==> src/rtl/claim_arb_pkg.sv <==
package claim_arb_pkg;
   // Structure used for the circular search.
   typedef enum logic [0:0] {
      SRCH_SCAN  = 1'b0,   // modular walk over offsets 1..N-1
      SRCH_SPLIT = 1'b1    // lowest-set-bit above start, else below start
   } srch_mode_e;
endpackage

==> src/rtl/claim_search.sv <==
module claim_search
   import claim_arb_pkg::*;
#(
   parameter int         NUM_CORES = 8,
   parameter srch_mode_e MODE      = SRCH_SCAN,
   localparam int        IDX_W     = (NUM_CORES > 1) ? $clog2(NUM_CORES) : 1
) (
   input  logic [IDX_W-1:0]     start_idx,
   input  logic [NUM_CORES-1:0] elig,
   output logic                 found,
   output logic [IDX_W-1:0]     pick
);

   if (NUM_CORES < 2) begin : g_bad_n
      $error("claim_search: NUM_CORES must be at least 2");
   end

   if (MODE == SRCH_SCAN) begin : g_scan
      always_comb begin
         found = 1'b0;
         pick  = '0;
         for (int k = 1; k < NUM_CORES; k++) begin
            if (!found && elig[(int'(start_idx) + k) % NUM_CORES]) begin
               found = 1'b1;
               pick  = IDX_W'((int'(start_idx) + k) % NUM_CORES);
            end
         end
      end
   end else begin : g_split
      logic [NUM_CORES-1:0] above_m;
      logic [NUM_CORES-1:0] below_m;
      logic [NUM_CORES-1:0] hi_v;
      logic [NUM_CORES-1:0] lo_v;
      logic                 hi_f, lo_f;
      logic [IDX_W-1:0]     hi_i, lo_i;

      always_comb begin
         for (int i = 0; i < NUM_CORES; i++) begin
            above_m[i] = (i > int'(start_idx));
            below_m[i] = (i < int'(start_idx));
         end
         hi_v = elig & above_m;
         lo_v = elig & below_m;
      end

      always_comb begin
         hi_f = 1'b0;
         hi_i = '0;
         lo_f = 1'b0;
         lo_i = '0;
         for (int i = NUM_CORES - 1; i >= 0; i--) begin
            if (hi_v[i]) begin
               hi_f = 1'b1;
               hi_i = IDX_W'(i);
            end
            if (lo_v[i]) begin
               lo_f = 1'b1;
               lo_i = IDX_W'(i);
            end
         end
         found = hi_f | lo_f;
         pick  = hi_f ? hi_i : lo_i;
      end
   end

endmodule

==> src/rtl/claim_slot_bank.sv <==
module claim_slot_bank #(
   parameter int  NUM_CORES = 8,
   parameter int  ACT_W     = 4,
   localparam int IDX_W     = (NUM_CORES > 1) ? $clog2(NUM_CORES) : 1
) (
   input  logic                                clk,
   input  logic                                rst_n,
   input  logic                                set_en,
   input  logic [IDX_W-1:0]                    set_idx,
   input  logic [ACT_W-1:0]                    set_val,
   input  logic                                clr_en,
   input  logic [IDX_W-1:0]                    clr_idx,
   output logic [NUM_CORES-1:0][ACT_W-1:0]     slots
);

   if (ACT_W < 1) begin : g_bad_w
      $error("claim_slot_bank: ACT_W must be at least 1");
   end

   for (genvar g = 0; g < NUM_CORES; g++) begin : g_slot
      logic hit_set, hit_clr;
      assign hit_set = set_en && (int'(set_idx) == g);
      assign hit_clr = clr_en && (int'(clr_idx) == g);

      // Release is applied first, so a same-cycle claim overrides it.
      always_ff @(posedge clk) begin
         if (!rst_n)       slots[g] <= '0;
         else if (hit_set) slots[g] <= set_val;
         else if (hit_clr) slots[g] <= '0;
      end

      p_busy_held_r8: assert property (@(posedge clk) disable iff (!rst_n)
         ((slots[g] != '0) && !hit_clr && !hit_set) |=> $stable(slots[g]));

      p_claim_free_only_r4: assert property (@(posedge clk) disable iff (!rst_n)
         hit_set |-> ((slots[g] == '0) || hit_clr));
   end

endmodule

==> src/rtl/core_claim_arb.sv <==
module core_claim_arb
   import claim_arb_pkg::*;
#(
   parameter int         NUM_CORES = 8,
   parameter int         ACT_W     = 4,
   parameter srch_mode_e SRCH_MODE = SRCH_SCAN,
   localparam int        IDX_W     = (NUM_CORES > 1) ? $clog2(NUM_CORES) : 1
) (
   input  logic                           clk,
   input  logic                           rst_n,
   input  logic [NUM_CORES-1:0]           in_host,
   input  logic                           req_valid,
   input  logic [IDX_W-1:0]               req_core,
   input  logic [ACT_W-1:0]               req_action,
   input  logic                           rel_valid,
   input  logic [IDX_W-1:0]               rel_core,
   output logic                           grant_ok,
   output logic                           grant_fail,
   output logic [IDX_W-1:0]               grant_core,
   output logic [NUM_CORES*ACT_W-1:0]     slot_action
);

   logic [NUM_CORES-1:0][ACT_W-1:0] slots;
   logic [NUM_CORES-1:0]            busy_now;
   logic [NUM_CORES-1:0]            rel_mask;
   logic [NUM_CORES-1:0]            elig;
   logic                            req_live;
   logic                            s_found;
   logic [IDX_W-1:0]                s_pick;

   always_comb begin
      for (int i = 0; i < NUM_CORES; i++) begin
         busy_now[i] = |slots[i];
         rel_mask[i] = rel_valid && (int'(rel_core) == i);
      end
   end

   assign elig     = in_host & ~(busy_now & ~rel_mask);
   assign req_live = req_valid && (req_action != '0);

   claim_search #(
      .NUM_CORES (NUM_CORES),
      .MODE      (SRCH_MODE)
   ) u_search (
      .start_idx (req_core),
      .elig      (elig),
      .found     (s_found),
      .pick      (s_pick)
   );

   assign grant_ok   = req_live && s_found;
   assign grant_fail = req_valid && !grant_ok;
   assign grant_core = grant_ok ? s_pick : '0;

   claim_slot_bank #(
      .NUM_CORES (NUM_CORES),
      .ACT_W     (ACT_W)
   ) u_bank (
      .clk     (clk),
      .rst_n   (rst_n),
      .set_en  (grant_ok),
      .set_idx (s_pick),
      .set_val (req_action),
      .clr_en  (rel_valid),
      .clr_idx (rel_core),
      .slots   (slots)
   );

   assign slot_action = slots;

   p_not_self_r5: assert property (@(posedge clk) disable iff (!rst_n)
      grant_ok |-> (grant_core != req_core));

   p_host_only_r3: assert property (@(posedge clk) disable iff (!rst_n)
      grant_ok |-> in_host[grant_core]);

   p_claim_written_r6: assert property (@(posedge clk) disable iff (!rst_n)
      grant_ok |=> (slots[$past(grant_core)] == $past(req_action)));

   p_fail_keeps_r7: assert property (@(posedge clk) disable iff (!rst_n)
      (grant_fail && !rel_valid) |=> $stable(slots));

   p_idle_quiet_r1: assert property (@(posedge clk) disable iff (!rst_n)
      !req_valid |-> (!grant_ok && !grant_fail));

   p_one_answer_r2: assert property (@(posedge clk) disable iff (!rst_n)
      $onehot0({grant_ok, grant_fail}));

endmodule

==> config.mk <==
export PLATFORM = sky130hd
export DESIGN_NAME = core_claim_arb
export DESIGN_NICKNAME = d
export VERILOG_FILES = /design/src/rtl/claim_arb_pkg.sv /design/src/rtl/claim_search.sv /design/src/rtl/claim_slot_bank.sv /design/src/rtl/core_claim_arb.sv
export SDC_FILE = /design/constraint.sdc
export NUM_CORES = 1
export LEC_CHECK = 0
export BUFFER_PORTS_ARGS = -buffer_cell sky130_fd_sc_hd__buf_2
export CORE_ASPECT_RATIO = 1.1
export CORE_MARGIN = 4
export CORE_UTILIZATION = 40
export CTS_BUF_LIST = sky130_fd_sc_hd__clkbuf_4
export DETAILED_ROUTE_END_ITERATION = 12
export PLACE_DENSITY_LB_ADDON = 0.3
export SLEW_MARGIN = 5
export SYNTH_ARGS = -nofsm -noshare
export SYNTH_HDL_FRONTEND = slang
export SYNTH_SLANG_ARGS = --single-unit
export TNS_END_PERCENT = 1
==> constraint.sdc <==
create_clock -name clk -period 7.55 [get_ports clk]
set_clock_uncertainty 0.15 [all_clocks]
set_input_delay 0.3775 -clock clk [delete_from_list [all_inputs] [get_ports clk]]
set_output_delay 0.3775 -clock clk [all_outputs]
set_load 0.02 [all_outputs]
* Word level (Yosys, flattened, before mapping) *
Index checks and enable logic that the tools add are counted.

cells by class
  equality and inequality tests = 14
  reductions and logical operators = 58
  order comparisons = 7
  add/subtract/negate cells = 7
  bitwise operators = 11
  muxes and demuxes = 52

operators by type and width
  operator               number
  $mux W4                16
  $lt A4 B5 Y1 const B   7
  $reduce_or A4 Y1       8
  $logic_and A1 B1 Y1    25
  $eq A3 B3 Y1 const B   8
  $mux W3                8
  $bmux W1 S3            7
  $mux W1                21
  $reduce_or A3 Y1       7
  $and A8 B8 Y8          2
  $not A8 Y8             2
  $reduce_bool A2 Y1     8
  $add A3 B3 Y3 const B  4
  $eq A3 B2 Y1 const B   4
  $and A1 B1 Y1 const A  7
  $logic_not A1 Y1       7
  $add A3 B2 Y3 const B  2
  $eq A3 B1 Y1 const B   2
  $logic_not A3 Y1       2
  $reduce_bool A4 Y1     1
  $add A3 B1 Y3 const B  1

storage, ports and cells
  bits of input ports = 22
  register bits after elaboration = 32

* Longest topological paths before layout *
Gate-level depths: netlist of the first run.

  word-level depth = 31
  mapped depth = 14
  gate-level depth less buffers = 12

* Hierarchy *
A second synthesis of the first run with hierarchy kept.

second synthesis, totals
  cells, all modules = 247
  area, all modules = 2,203.4 µm²

by module, submodules not included
  module           area each (µm²)  sequential area each (µm²)  cells an instance  instances
  claim_slot_bank  1,144.8          640.6                       125                1
  claim_search     819.5            0.0                         91                 1
  core_claim_arb   239.0            0.0                         31                 1

* Least setup slack after synthesis of the first run *
Ideal clock, no wire load.

  path kind = input-to-output
  start point = input req_core[0]
  end point = output grant_core[0]
  data required time = 7.023 ns
  arrival time = 3.041 ns
  stages = 11
  setup slack = 3.981 ns
  path buffers = 1
  cell sequence = clkinv_1 > ha_1 > buf_2 > clkinv_1 > o211a_1 > nor3_1 > or4_1 > o211ai_2 > nand3b_4 > or4b_4 > a21oi_1

between the ends
  longest elaborated chain between the ends = 25
  elaborated cells on any way between the ends = 56

ends and longest elaborated chain
  what                                         line                                    text
  start, declared                              core_claim_arb.sv:13                    input logic [IDX_W-1:0] req_core,
  $add A3 B1 Y3                                claim_search.sv:23, claim_search.sv:25
  $bmux W1 S3                                  claim_search.sv:23                      if (!found && elig[(int'(start_idx) + k) % NUM_CORES]) begin
  $mux W1 (implied by the code) (2 in series)  claim_search.sv:23
  $mux W1                                      claim_search.sv:23
  $logic_not A1 Y1                             claim_search.sv:23
  $logic_and A1 B1 Y1                          claim_search.sv:23
  $mux W1                                      claim_search.sv:23
  $logic_not A1 Y1                             claim_search.sv:23
  [8 not listed]                               n/a
  $logic_not A1 Y1                             claim_search.sv:23
  $logic_and A1 B1 Y1                          claim_search.sv:23
  $mux W1                                      claim_search.sv:23
  $logic_not A1 Y1                             claim_search.sv:23
  $logic_and A1 B1 Y1                          claim_search.sv:23
  $mux W1                                      claim_search.sv:23
  $logic_and A1 B1 Y1                          core_claim_arb.sv:51                    assign grant_ok = req_live && s_found;
  $mux W3 (*)                                  core_claim_arb.sv:53                    assign grant_core = grant_ok ? s_pick : '0;
  end, declared                                core_claim_arb.sv:19                    output logic [IDX_W-1:0] grant_core,

Mark *: on every way between the ends. The rest lies on a longest branch, timed or not. The select of a mux whose other input is x is not followed.

* Final worst setup path of the first run *
  start point = input req_core[0]
  end point = output grant_core[1]

The elaborated chain is that of the path after synthesis.

==> impl_metrics.json, run 1 <==
{
  "status": "completed",
  "yosys_register_bits": 32,
  "p_leak_nw": 1.264,
  "core_sq_um": 6193,
  "synthArstFlopShare": 0,
  "met3WireLength_microns": 475,
  "die_h_microns": 91.89,
  "ctsHtreeMaxLevel": 2,
  "overflow": 0,
  "setup_violations": 0,
  "final_max_slew_viol_count": 0,
  "worstPathRequired_ns": 7.02,
  "grt_pass1_wl_microns": 12270,
  "io_pins": 59,
  "antenna_cells": 0,
  "dr.pass1.iters": 4,
  "rsz0062_at_grt": "false",
  "num_vias": 2493,
  "wl_met1_microns": 3277,
  "final_nets": 345,
  "drtAntennaViolNets": 0,
  "top_regs": "u_bank.slots x32",
  "wl_microns": 7631,
  "power_switching_mw": 0.2540,
  "worstSetupPathType": "in2out",
  "grt_usage": 0.1963,
  "syn_inst": 266,
  "drt_iter0_markers": 236,
  "startpoint_type": "input port",
  "crit_fanout": 23,
  "worstHoldPathType": "in2reg",
  "seq_area_frac_synth": 0.2504,
  "fmax_ghz": 0.1995,
  "dieArea_sq_um": 7742,
  "dr_wl_met2_microns": 3720,
  "viasPerCell": 6.201,
  "synth_nets": 290,
  "layout-drive-gt1-share": 0.3292,
  "grt_max_degree": 24,
  "p_per_area_nw_per_um2": 205.3,
  "cts_tree": "built",
  "cts_hold_buffers": 0,
  "arrival_ns": 4.48,
  "clock_latency_ns": 0.34,
  "synthesis.area_sq_um": 2559,
  "grt_pass1_vias": 2378,
  "postCtsSetupBuffers": 0,
  "pwr-share-comb": 0.479,
  "hpwl_microns": 5981,
  "synth_enable_flop_cells": 0,
  "top_register": "u_bank.slots",
  "clk_pin_slew_ns": 0.09,
  "die-width_microns": 84.26,
  "io_buffers": 58,
  "end_kind": "output pin",
  "period_needed_ns": 5.012,
  "final.setup.tns_ns": 0,
  "ys_types": 69,
  "place_ws_ns": 2.594,
  "syn_area_per_cell_sq_um": 9.619,
  "clockBufferDepth": 2,
  "num_rows": 30,
  "vdd_drop_max_v": 0.0001352,
  "tightest_slew_ns": 0.8021,
  "switching_share": 0.4186,
  "drc": 0,
  "area_growth_pct": 15.50,
  "setup_slack_ns": 2.538,
  "finalCritPeriodShare": 0.6638,
  "p_int_mw": 0.3528,
  "start_util": 0.4131,
  "root_buffer": "clkbuf_4",
  "ys.flop_type": "dfxtp_1",
  "max_cap_violations": 0,
  "top_layer": "met4",
  "max_slew_margin": 0.4653,
  "clkSinkCount": 32,
  "final-hold-violation-count": 0,
  "largest_register_ffs": 32,
  "gp_congestion": 0.9004,
  "numCtsBuffers": 5,
  "yosys_warnings": 0,
  "p_clk_frac": 0.207,
  "seq_power_share": 0.314,
  "antenna_found_initial": 0,
  "ctsResizeCount": 0,
  "post_drt_wl_per_cell_microns": 18.98
}
## worst paths after layout
path	startpoint	to	slack [ns]	cells after the start
hold / removal	req_action[1]	u_bank.slots[13]	0.22	2
hold reg to reg	u_bank.slots[26]	u_bank.slots[26]	0.34	2
setup / recovery	req_core[0]	grant_core[1]	2.54	12
setup reg to reg	u_bank.slots[15]	u_bank.slots[14]	3.75	9
## metrics by stage
step | instances | instance area [sq um] | power (mW) | util | hold WS [ns]
final | 402 | 2955 | 0.6068 | 0.4772 | 0.2173
after global routing | 402 | 2955 | 0.6375 | 0.4772 | 0.2231
after CTS | 402 | 2955 | 0.6062 | 0.4772 | 0.2105
after detailed placement | 394 | 2880 | 0.4798 | 0.4651 | 0.3217
after global placement | 394 | 2880 | 0.4806 | 0.4651 | 0.3239
after floorplan | 266 | 2559 | 0.4076 | - | 0.3818
## synth_stat cells, drive strengths merged (2+ instances only)
| cell type | number | area share |
|---|---|---|
| clkinv | 2 | 0.0029 |
| and2b | 4 | 0.012 |
| buf | 8 | 0.024 |
| o211ai | 2 | 0.0078 |
| xnor2 | 3 | 0.010 |
| and2 | 4 | 0.0098 |
| o22a | 2 | 0.0073 |
| dfxtp | 32 | 0.25 |
| a22o | 9 | 0.031 |
| o21ai | 16 | 0.046 |
| mux4 | 6 | 0.054 |
| nor2b | 4 | 0.0098 |
| mux2 | 4 | 0.018 |
| o31ai | 14 | 0.043 |
| a21o | 2 | 0.0064 |
| nor2 | 15 | 0.022 |
| nand3 | 6 | 0.012 |
| nand4 | 2 | 0.0049 |
| or4 | 3 | 0.0088 |
| clkbuf | 2 | 0.0029 |
| o211a | 9 | 0.035 |
| nor4 | 11 | 0.045 |
| a211oi | 3 | 0.021 |
| and4bb | 3 | 0.016 |
| mux2i | 7 | 0.027 |
| nand2 | 31 | 0.046 |
| o22ai | 3 | 0.013 |
| inv | 4 | 0.0059 |
| nand2b | 2 | 0.0049 |
| o2111ai | 2 | 0.0068 |
| nor3 | 8 | 0.016 |
| o311ai | 2 | 0.021 |
| a32o | 8 | 0.031 |
| o221ai | 7 | 0.024 |
| ha | 2 | 0.0098 |
| o41ai | 4 | 0.014 |
| and4b | 3 | 0.012 |
| a21oi | 4 | 0.012 |
## cell families (layout without fill, tap and decap cells)
| logic type | after synthesis | after routing | share of synthesized area |
|---|---|---|---|
| AND/OR/NAND/NOR | 103 | 103 | 0.2538 |
| AO/OA/AOI/OAI | 92 | 92 | 0.3374 |
| adder cells (fa/ha/maj) | 2 | 2 | 0.009778 |
| XOR/XNOR | 4 | 4 | 0.01369 |
| buffers and inverters | 16 | 72 | 0.03570 |
| multiplexers | 17 | 17 | 0.09927 |
| flip-flops | 32 | 32 | 0.2504 |
## power by group through the flow
| stage | registers (mW) | logic, mW | clock network, mW |
|---|---|---|---|
| 2_1_floorplan | 0.208 | 0.200 | 0 |
| 3_3_place_gp | 0.194 | 0.287 | 0 |
| 3_5_place_dp | 0.194 | 0.286 | 0 |
| 4_1_cts | 0.190 | 0.288 | 0.128 |
| 5_1_grt | 0.192 | 0.312 | 0.133 |
| 6_report | 0.190 | 0.291 | 0.126 |
## placed cells by master, fill, tap and decap left out, types with 2 or more instances in the layout
master     count
dfxtp_1       32
clkbuf_4       5
a21oi_1        3
nor2b_1        4
mux2_2         4
o22ai_1        2
o21ai_0        8
nand2b_1       2
nand3_1        6
o41ai_1        4
o221ai_1       7
a32o_1         8
nor2_1        15
o31ai_1       13
nand4_1        2
o311ai_4       2
and2b_1        4
buf_2         58
and4bb_1       2
a211oi_4       2
o2111ai_1      2
clkinv_1       4
and4b_1        2
o211a_1        9
inv_1          4
or4_1          3
nor3_1         8
o21ai_1        2
nor4_1         5
nand2_1       30
and2_1         4
mux2i_1        7
mux4_2         5
xnor2_1        3
o21ai_4        2
o21ai_2        4
a22o_1         9
ha_1           2
nor4_2         5
## layout make-up
type                       instances  area, sq um
sequential                        32        640.6
tap                               80        100.1
multi-input combinational        218         1827
inverter                           6        22.52
clock inverter                     3        37.54
fill                             612         3238
clock buffer                       5        37.54
timing repair buffer              58        290.3
## critical path: stages
cell      delay, ns
buf_2          0.40
clkinv_1       0.37
ha_1           0.74
clkinv_1       0.39
o211a_1        0.26
nor3_1         0.25
or4_1          0.22
o211ai_2       0.16
a31o_2         0.25
a32oi_2        0.67
and2_1         0.24
buf_2          0.16
## layer usage
layer | up-vias | global-route usage
met5 | - | 0
met4 | 0 | 0.08043
met3 | 13 | 0.02785
met2 | 101 | 0.3243
met1 | 1191 | 0.2554
li1 | 1188 | -
(Power assumes the default switching activity.)
==> run 2: changes to the inputs <==
Clock period 7.55 ns to 5.1 ns, I/O delays scaled along.
==> run 2 against run 1 <==
  * Cell area rose by 0.51%
  * Via count is 2.0% higher
  * First-iteration DRC count fell by 31%
  * Count of clock-buffer cells in the layout stayed put
  * Total power is 50% higher
  * Critical path depth is 2 higher
  * Hold slack got worse by 0.10 ns
  * Non-clock buffer count rose by 2
==> impl_metrics.json, run 2 (synthesis gave the netlist of run 1 again) <==
{
  "top_register": "u_bank.slots",
  "max_cap_violations": 0,
  "vdd_drop_max_v": 0.0002700,
  "overflow": 0,
  "cts_hold_buffers": 0,
  "antenna_found_initial": 0,
  "end_kind": "output pin",
  "path_cells": "buf_2 > clkinv_1 > ha_1 > clkinv_1 > o211a_1 > nor3_1 > or4_1 > o211ai_2 > nand3b_4 > o311ai_4 > inv_1 > nand2_2 > inv_1 > buf_2",
  "num_vias": 2543,
  "drtAntennaViolNets": 0,
  "gp_congestion": 0.8920,
  "arrival_ns": 3.98,
  "p_per_area_nw_per_um2": 305.8,
  "startpoint_type": "input port",
  "drc": 0,
  "fmax_ghz": 0.2280,
  "clock_latency_ns": 0.33,
  "dr.pass1.iters": 5,
  "largest_register_ffs": 32,
  "period_needed_ns": 4.386,
  "postCtsSetupBuffers": 0,
  "top_regs": "u_bank.slots x32",
  "grt_max_degree": 24,
  "clk_pin_slew_ns": 0.10,
  "final_max_slew_viol_count": 0,
  "status": "completed",
  "p_leak_nw": 1.273,
  "slowest_delay_ns": 0.46,
  "place_inst": 396,
  "top_layer": "met4",
  "layout-drive-gt1-share": 0.3333,
  "final_nets": 347,
  "layout_commonest_cell": "buf_2",
  "root_buffer": "clkbuf_4",
  "wl_microns": 7835,
  "grt_usage": 0.2074,
  "power.total_mw": 0.9083,
  "holdWs_ns": 0.1158,
  "cts_tree": "built",
  "clockBufferDepth": 2,
  "met3WireLength_microns": 384,
  "tightest_slew_ns": 0.7333,
  "grt_pass1_wl_microns": 13120,
  "io_buffers": 58,
  "drt_iter0_markers": 164,
  "clkSinkCount": 32,
  "finalCritPeriodShare": 0.8599,
  "dr_wl_met2_microns": 3954,
  "wl_met1_microns": 3392,
  "die-width_microns": 84.26,
  "design_area_sq_um": 2970,
  "worstPathRequired_ns": 4.70,
  "hpwl_microns": 6118,
  "area_growth_pct": 16.09,
  "crit_fanout": 23,
  "rsz0062_at_grt": "false",
  "core_sq_um": 6193,
  "start_util": 0.4131,
  "io_pins": 59,
  "setup_violations": 0,
  "worstHoldPathType": "in2reg",
  "worstSetupPathType": "in2out",
  "placed_cell_area_sq_um": 2895,
  "antenna_cells": 0,
  "viasPerCell": 6.295,
  "ctsHtreeMaxLevel": 2,
  "post_drt_wl_per_cell_microns": 19.39,
  "stdcell_count": 404,
  "final.setup.tns_ns": 0,
  "numCtsBuffers": 5,
  "mostFrequentLayoutCells": "buf_2 (58), dfxtp_1 (32), nand2_1 (30), nor2_1 (15), o31ai_1 (13)",
  "ctsResizeCount": 0,
  "die_h_microns": 91.89,
  "grt_pass1_vias": 2542,
  "final-hold-violation-count": 0,
  "max_slew_margin": 0.5066,
  "dieArea_sq_um": 7742,
  "num_rows": 30,
  "slowest_stage": "ha_1"
}
-- run 2: critical path, delay by kind of cell --
| kind | cells | cell delay [ns] |
|---|---|---|
| simple gates | 4 | 0.93 |
| compound gates | 3 | 0.89 |
| buf+inv | 6 | 1.43 |
| fa+ha+maj | 1 | 0.46 |
-- run 2: cell type report --
type,instances,area (sq um)
multi-input cells,218,1827
fillers,637,3223
flip-flops and latches,32,640.6
clock buffers,5,37.54
well taps,80,100.1
clock inverters,3,37.54
repair buffers,60,305.3
inverters,6,22.52
-- run 2: worst paths after layout --
check	start	endpoint	slack, ns	depth (start not counted)
worst max-delay path	req_core[0]	grant_core[2]	0.71	14
worst min-delay path	req_action[0]	u_bank.slots[12]	0.12	2
worst max register to register	u_bank.slots[15]	u_bank.slots[3]	1.34	10
worst min register to register	u_bank.slots[26]	u_bank.slots[26]	0.34	2
-- run 2: layer usage --
layer / vias to the layer above / GRT usage
met5: - / 0
met4: 0 / 0.06568
met3: 10 / 0.01977
met2: 82 / 0.3625
met1: 1260 / 0.2670
li1: 1191 / -
-- run 2: power by group --
group | internal (mW) | switching [mW]
Combinational | 0.159 | 0.279
Clock | 0.100 | 0.0878
Sequential | 0.267 | 0.0150
-- run 2: stage by stage --
stage	utilization	worst slack, ns
2_1_floorplan	-	1.776
3_3_place_gp	0.4675	0.8291
3_5_place_dp	0.4675	0.7062
4_1_cts	0.4796	0.7379
5_1_grt	0.4796	0.4454
6_report	0.4796	0.7143
==> run 3: changes to the inputs <==
Settings changed: CORE_UTILIZATION 40 to 35.
==> run 3 against run 2 <==
  * Core utilization is 6.1 points lower
  * Global-route usage is 2.2 points lower
  * Sequential power hardly changed
  * Setup slack worse by 0.074 ns
  * Final cell count is 0.99% higher
  * Critical path type unchanged
  * Largest power group unchanged
==> impl_metrics.json, run 3 (synthesis gave the netlist of run 1 again) <==
{
  "final_max_slew_viol_count": 0,
  "met3WireLength_microns": 408,
  "numCtsBuffers": 5,
  "wl_microns": 7834,
  "fmax_ghz": 0.2243,
  "core_sq_um": 7047,
  "cts_hold_buffers": 0,
  "final.setup.tns_ns": 0,
  "crit_family": "buffers and inverters",
  "root_buffer": "clkbuf_4",
  "crit_fanout": 23,
  "power.total_mw": 0.8587,
  "tightest_slew_ns": 0.7148,
  "die_h_microns": 97.68,
  "clk_pin_slew_ns": 0.10,
  "period_needed_ns": 4.459,
  "worstRegToRegCells": 10,
  "dr.pass1.iters": 4,
  "gp_congestion": 0.9280,
  "max_slew_margin": 0.5191,
  "holdPathEnd": "u_bank.slots[13]",
  "clkSinkCount": 32,
  "arrival_ns": 4.05,
  "dieArea_sq_um": 8744,
  "hpwl_microns": 6154,
  "final-hold-violation-count": 0,
  "drc": 0,
  "status": "completed",
  "overflow": 0,
  "grt_pass1_vias": 2466,
  "post_drt_wl_per_cell_microns": 19.20,
  "top_register": "u_bank.slots",
  "drtAntennaViolNets": 0,
  "end_kind": "output pin",
  "r2r_slack_ns": 1.38,
  "clockBufferDepth": 2,
  "worstHoldStart": "req_action[1]",
  "start_util": 0.3631,
  "setup_violations": 0,
  "layout_commonest_cell": "buf_2",
  "worstReg2RegEnd": "u_bank.slots[2]",
  "vdd_drop_max_v": 0.0001717,
  "num_vias": 2513,
  "largest_register_ffs": 32,
  "die-width_microns": 89.52,
  "final_nets": 347,
  "grt_max_degree": 24,
  "clock_latency_ns": 0.33,
  "max_cap_violations": 0,
  "p_leak_nw": 1.265,
  "top_layer": "met4",
  "rsz0062_at_grt": "false",
  "slowest_stage": "ha_1",
  "ctsHtreeMaxLevel": 2,
  "grt_pass1_wl_microns": 12850,
  "worstHoldPathType": "in2reg",
  "grt_usage": 0.1854,
  "finalCritPeriodShare": 0.8744,
  "io_pins": 59,
  "top_regs": "u_bank.slots x32",
  "cts_tree": "built",
  "worstPathRequired_ns": 4.70,
  "startpoint_type": "input port",
  "area_growth_pct": 15.35,
  "crit_buf_inv": 6,
  "drt_iter0_markers": 184,
  "dr_wl_met2_microns": 3816,
  "antenna_cells": 0,
  "wl_met1_microns": 3404,
  "path_cells": "buf_2 > clkinv_1 > ha_1 > clkinv_1 > o211a_1 > nor3_1 > or4_1 > o211ai_2 > nand3b_4 > o311ai_4 > inv_1 > nand2_2 > inv_1 > buf_2",
  "r2r_start": "u_bank.slots[15]",
  "ctsResizeCount": 0,
  "viasPerCell": 6.159,
  "mostFrequentLayoutCells": "buf_2 (58), dfxtp_1 (32), nand2_1 (30), nor2_1 (15), o31ai_1 (13)",
  "postCtsSetupBuffers": 0,
  "io_buffers": 58,
  "num_rows": 32,
  "antenna_found_initial": 0,
  "holdPathStages": 2,
  "p_per_area_nw_per_um2": 290.9,
  "worstSetupPathType": "in2out",
  "slowest_delay_ns": 0.48,
  "layout-drive-gt1-share": 0.3375
}
==> run 3: changes by cell type in the layout (fill, tap and decap cells not counted), sizes merged <==
| cell | previous run | this run |
|---|---|---|
| clkbuf | 5 | 6 |
| clkinv | 4 | 3 |
| bufinv | 1 | 0 |
==> run 3: per-layer routing <==
layer | vias to the layer above | track usage
met2 | 103 | 0.2927
met4 | 0 | 0.06987
met1 | 1191 | 0.2545
li1 | 1201 | -
met3 | 18 | 0.02120
met5 | - | 0
==> run 3: worst max-delay path by stage <==
stage	from	end	depth (start not counted)
2_1_floorplan	req_core[0]	grant_core[0]	11
3_3_place_gp	req_core[0]	grant_core[2]	14
3_5_place_dp	req_core[0]	grant_core[2]	14
4_1_cts	req_core[0]	grant_core[2]	14
5_1_grt	req_core[0]	grant_core[2]	14
6_report	req_core[0]	grant_core[2]	14
==> run 3: through the flow <==
stage,hold WS [ns],setup WS (ns),util,std cells,instance area (sq um)
2_1_floorplan,0.2593,1.776,-,266,2559
3_3_place_gp,0.3202,0.6984,0.4118,401,2902
3_5_place_dp,0.3253,0.6695,0.4118,401,2902
4_1_cts,0.1062,0.6725,0.4189,408,2952
5_1_grt,0.1081,0.3108,0.4189,408,2952
6_report,0.1020,0.6407,0.4189,408,2952
==> run 3: final cells by class <==
cell class	count	area, sq um
fillers	705	4095
multi-input cells	218	1827
flip-flops and latches	32	640.6
repair buffers	60	305.3
well taps	85	106.4
clock buffers	6	45.04
inverters	6	22.52
clock inverters	1	5.005
==> run 3: worst reg2reg max path: cells and delay by family (launching register included) <==
family                 cells  cell delay (ns)
DFF                        1             0.34
buffers and inverters      1             0.17
AOI/OAI and AO/OA          4             0.90
muxes                      2             0.85
and+or+nand+nor            3             1.22
==> run 3: report_power, final <==
group          leakage [nW]  internal (mW)  switching, mW  total, mW
Clock                0.0315         0.0560         0.0841      0.140
Sequential            0.259          0.267         0.0154      0.283
Combinational         0.974          0.159          0.277      0.436
Total                  1.26          0.482          0.376      0.859
